[src/rtl/regwin_file.sv]
module regwin_file #(
  parameter int DATA_W    = 16,
  parameter int PHYS_REGS = 64,
  parameter int VIEW_REGS = 16,
  parameter int SLIDE     = 12
) (
  input  logic              clk,
  input  logic              rst,
  input  logic [3:0]        rd_a_idx,
  output logic [DATA_W-1:0] rd_a_data,
  input  logic [3:0]        rd_b_idx,
  output logic [DATA_W-1:0] rd_b_data,
  input  logic              wr_en,
  input  logic [3:0]        wr_idx,
  input  logic [DATA_W-1:0] wr_data,
  input  logic              call,
  input  logic              ret,
  output logic              ovf,
  output logic              unf
);
  localparam int PA_W     = $clog2(PHYS_REGS);
  localparam int MAX_BASE = PHYS_REGS - VIEW_REGS;

  logic [PA_W-1:0]   base_q;
  logic [DATA_W-1:0] regs_q [PHYS_REGS];
  logic [PA_W:0]     base_up;
  logic [PA_W-1:0]   pa_a, pa_b, pa_w;
  logic              call_only, ret_only, do_call, do_ret;

  assign base_up   = {1'b0, base_q} + (PA_W+1)'(SLIDE);
  assign call_only = call & ~ret;
  assign ret_only  = ret & ~call;
  assign do_call   = call_only & (base_up <= (PA_W+1)'(MAX_BASE));
  assign do_ret    = ret_only & (base_q != '0);
  assign ovf       = call_only & ~do_call;
  assign unf       = ret_only & (base_q == '0);

  assign pa_a = base_q + PA_W'(rd_a_idx);
  assign pa_b = base_q + PA_W'(rd_b_idx);
  assign pa_w = base_q + PA_W'(wr_idx);

  assign rd_a_data = regs_q[pa_a];
  assign rd_b_data = regs_q[pa_b];

  always_ff @(posedge clk) begin
    if (rst)          base_q <= '0;
    else if (do_call) base_q <= base_up[PA_W-1:0];
    else if (do_ret)  base_q <= base_q - PA_W'(SLIDE);
  end

  always_ff @(posedge clk) begin
    if (wr_en) regs_q[pa_w] <= wr_data;
  end

  a_r1_reset_base: assert property (@(posedge clk) rst |=> base_q == '0);

  a_r1_bound: assert property (@(posedge clk) disable iff (rst)
    base_q <= PA_W'(MAX_BASE));

  a_r3_write_lands: assert property (@(posedge clk) disable iff (rst)
    wr_en |=> regs_q[$past(pa_w)] == $past(wr_data));

  a_r4_call_slide: assert property (@(posedge clk) disable iff (rst)
    (call && !ret && !ovf) |=> base_q == $past(base_q) + PA_W'(SLIDE));

  a_r5_ret_slide: assert property (@(posedge clk) disable iff (rst)
    (ret && !call && !unf) |=> base_q == $past(base_q) - PA_W'(SLIDE));

  a_r7_no_overflow_move: assert property (@(posedge clk) disable iff (rst)
    ovf |=> $stable(base_q));

  a_r8_no_underflow_move: assert property (@(posedge clk) disable iff (rst)
    unf |=> $stable(base_q));

  a_r10_both_strobes: assert property (@(posedge clk) disable iff (rst)
    (call && ret) |=> $stable(base_q));

  a_r10_flags_exclusive: assert property (@(posedge clk) disable iff (rst)
    !(ovf && unf));
endmodule

[config.mk]
export PLATFORM = sky130hd
export DESIGN_NAME = regwin_file
export DESIGN_NICKNAME = d
export VERILOG_FILES = /design/src/rtl/regwin_file.sv
export SDC_FILE = /design/constraint.sdc
export NUM_CORES = 1
export LEC_CHECK = 0
export BUFFER_PORTS_ARGS = -buffer_cell sky130_fd_sc_hd__buf_2
export CORE_AREA = 2 2 282 353
export DETAILED_ROUTE_END_ITERATION = 8
export DIE_AREA = 0 0 284 355
export PLACE_DENSITY = 0.76
export RECOVER_POWER = 25
export REMOVE_ABC_BUFFERS = 1
export SETUP_SLACK_MARGIN = 0.1
export SYNTH_ARGS = -nofsm -noshare
export SYNTH_HDL_FRONTEND = slang
export SYNTH_SLANG_ARGS = --single-unit
[constraint.sdc]
create_clock -name clk -period 5.85 [get_ports clk]
set_input_delay 1.17 -clock clk [delete_from_list [all_inputs] [get_ports clk]]
set_output_delay 1.17 -clock clk [all_outputs]
set_load 0.02 [all_outputs]
==> flow_metrics.tcl <==
set metrics [dict create \
    core_um2 97370 \
    p_leak_nw 17.65 \
    grt_pass1_vias 30030 \
    start_kind "primary input" \
    final.min_clock_period_ns 5.726 \
    slowest_delay_ns 1.06 \
    drv_slew 845 \
    die-area_um2 100800 \
    clockRootBuffer "clkbuf_16" \
    drtAntennaViolNets 0 \
    start_util_pct 49.75 \
    cp.arrival_ns 4.56 \
    drc 0 \
    critPathRequiredTime_ns 4.68 \
    setup_viol 0 \
    final-hold-violation-count 0 \
    grt.total_usage_pct 31.20 \
    maxSlewHeadroom_pct -140.8 \
    synth_compound_area_share_pct 5.458 \
    postCtsHoldBufs 0 \
    drt_iter0_drc 4742 \
    grt_pass1_wl_um 221500 \
    hold_class "primary input to flop" \
    synth-seq-area-share_pct 63.65 \
    skew_ns 0.03172 \
    routedWlPerCell_um 37.88 \
    wl_um 158000 \
    dpl.hpwl_um 104200 \
    cts_made_buffers 100 \
    num_io_pins 67 \
    fin_crit_sh_pct 97.88 \
    gr-total-overflow 0 \
    area_growth_pct 13.23 \
    dp_cells 3980 \
    cts_tree "yes" \
    path_clk_slew_ns 0.06 \
    fin_tns_setup_ns 0 \
    slowest_stage "o311ai_0" \
    critical_path_peak_fanout 12 \
    status "finished, violations left" \
    synth_top_cells_by_area "edfxtp_1, mux4_2, mux2i_1, mux2_2, buf_2" \
    fmax_mhz 174.7 \
    yosys.area.top_type "edfxtp_1" \
    synth-xor-area-share_pct 0.2170 \
    first_pass_iters 6 \
    synth_most_common_cell "edfxtp_1" \
    fp-row-count 128 \
    insertion_delay_ns 0.70 \
    hold_slack_ns 0.7462 \
    grt_max_degree 65 \
    synthArstFlopShare_pct 0 \
    die_h_um 355 \
    final_cell_count_no_fill 4171 \
    post-route-util_pct 56.33 \
    synth_area_per_cell_um2 18.80 \
    gp_congestion 0.9964 \
    synth_edf_count 1024 \
    drive_above_1_share_pct 33.26 \
    synth_warnings 0 \
    rsz0062_at_grt "yes" \
    max-vdd-ir-drop_v 0.0002532 \
    routed_via_density 7.196 \
    antenna_found_initial 12 \
    yosysTopAreaCellShare_pct 63.48 \
    syn_inst 2577 \
    worstMarginPinSlew_ns 3.612 \
    synthSimpleGateAreaFrac_pct 3.363 \
    clockBufferDepth 3 \
    drv_cap 13 \
    fin_nets 2828 \
    end_kind "primary output" \
    synthMuxAreaShare_pct 24.56 \
    vias 30020 \
    ys_ff_latch 1028 \
    synth_adder_area_share_pct 0.3565 \
    yosysUniqueCellTypes 65 \
    syn_area_um2 48440 \
    cts_max_level 3 \
    ys.flop_type "edfxtp_1" \
    die_w_um 284 \
    synth_commonest_cells "edfxtp_1, mux4_2, mux2i_1" \
    cts_sinks 1028 \
    powerDensity_nw_per_um2 356.7 \
    port_buffers 66 \
    synth_top_family_by_area "multiplexers" \
    violations "max-capacitance violations, max-slew violations" \
    path_cells "buf_2 -> ha_4 -> fa_2 -> buf_4 -> nor2b_1 -> buf_4 -> nand2_1 -> o22ai_1 -> o311ai_0 -> buf_2" \
    path_class "primary input to primary output" \
]
==> where the power goes <==
| part | leakage (nW) | internal (mW) | switching, mW |
|---|---|---|---|
| Sequential | 9.24 | 8.22 | 0.0670 |
| Clock | 1.70 | 4.04 | 2.81 |
| Combinational | 6.70 | 1.52 | 2.90 |
==> layout by cell type, fill, tap and decap left out, types with 20 or more instances in the layout <==
| master | count |
|---|---|
| mux2i_1 | 145 |
| nor2b_1 | 32 |
| edfxtp_1 | 1024 |
| o22ai_1 | 57 |
| a22o_1 | 22 |
| buf_4 | 196 |
| nand3_1 | 65 |
| clkinv_1 | 21 |
| a31oi_1 | 32 |
| mux4_2 | 427 |
| clkbuf_1 | 26 |
| mux2_2 | 62 |
| a221oi_1 | 26 |
| o21ai_0 | 29 |
| nor2_1 | 77 |
| nor3_1 | 29 |
| buf_12 | 20 |
| clkbuf_16 | 104 |
| nand2_1 | 68 |
| a22oi_1 | 48 |
| buf_2 | 62 |
==> kinds of logic (layout without fill, tap and decap cells) <==
logic type	Yosys count	after routing
buf+inv	198	486
other cells	0	6
compound gates	352	352
simple gates	336	336
fa+ha+maj	12	12
mux	639	639
flops	1028	1028
xor+xnor	12	12
==> worst max-delay path: cells and delay by family <==
family | cells | cell delay, ns
fa+ha+maj | 2 | 0.97
simple gates | 2 | 0.25
compound gates | 2 | 1.19
buf+inv | 4 | 0.94
==> area by class of cell <==
cell class	instances	area, um^2
multi-input cells	1351	16590
clock inverters	67	817.0
repair buffers	295	2291
diodes	6	15.01
clock buffers	117	2651
fillers	7312	42520
flip-flops and latches	1028	30830
inverters	7	26.28
well taps	1300	1627
==> metrics by stage <==
step	cell area, um^2	setup slack (ns)	total power [mW]
global route	54830	0.09593	19.93
CTS	54850	0.1353	19.41
finish	54850	0.1243	19.56
global placement	51380	0.2954	12.62
detailed placement	51380	0.2612	12.68
floorplan	47300	-2.731	10.68
==> routing by layer <==
| metal | track usage, % | part of all wire [%] | vias up |
|---|---|---|---|
| met4 | 20.98 | 8.6 | 10 |
| met3 | 6.750 | 11 | 533 |
| met5 | 0 | 0.039 | - |
| met1 | 37.59 | 32 | 15540 |
| li1 | - | - | 11570 |
| met2 | 50.90 | 48 | 2358 |
==> timing repair <==
action                                  in CTS  in global routing
gates resized for setup                      0                  3
buffers inserted                             0                  1
endpoints found under the setup margin       0                  4
==> registers in the layout, summed over array words and instances (netlist names) <==
signal / count
regs_q: 1024
base_q: 4
==> worst paths after layout <==
check,from,to,slack [ns],cells after the start
setup / recovery,rd_b_idx[2],rd_b_data[8],0.12,10
setup reg to reg,base_q[4],regs_q[62][1],2.35,5
hold / removal,rst,base_q[2],0.75,2
hold reg to reg,base_q[2],base_q[2],0.78,2
Note: power is estimated with default switching activity, not from simulation.
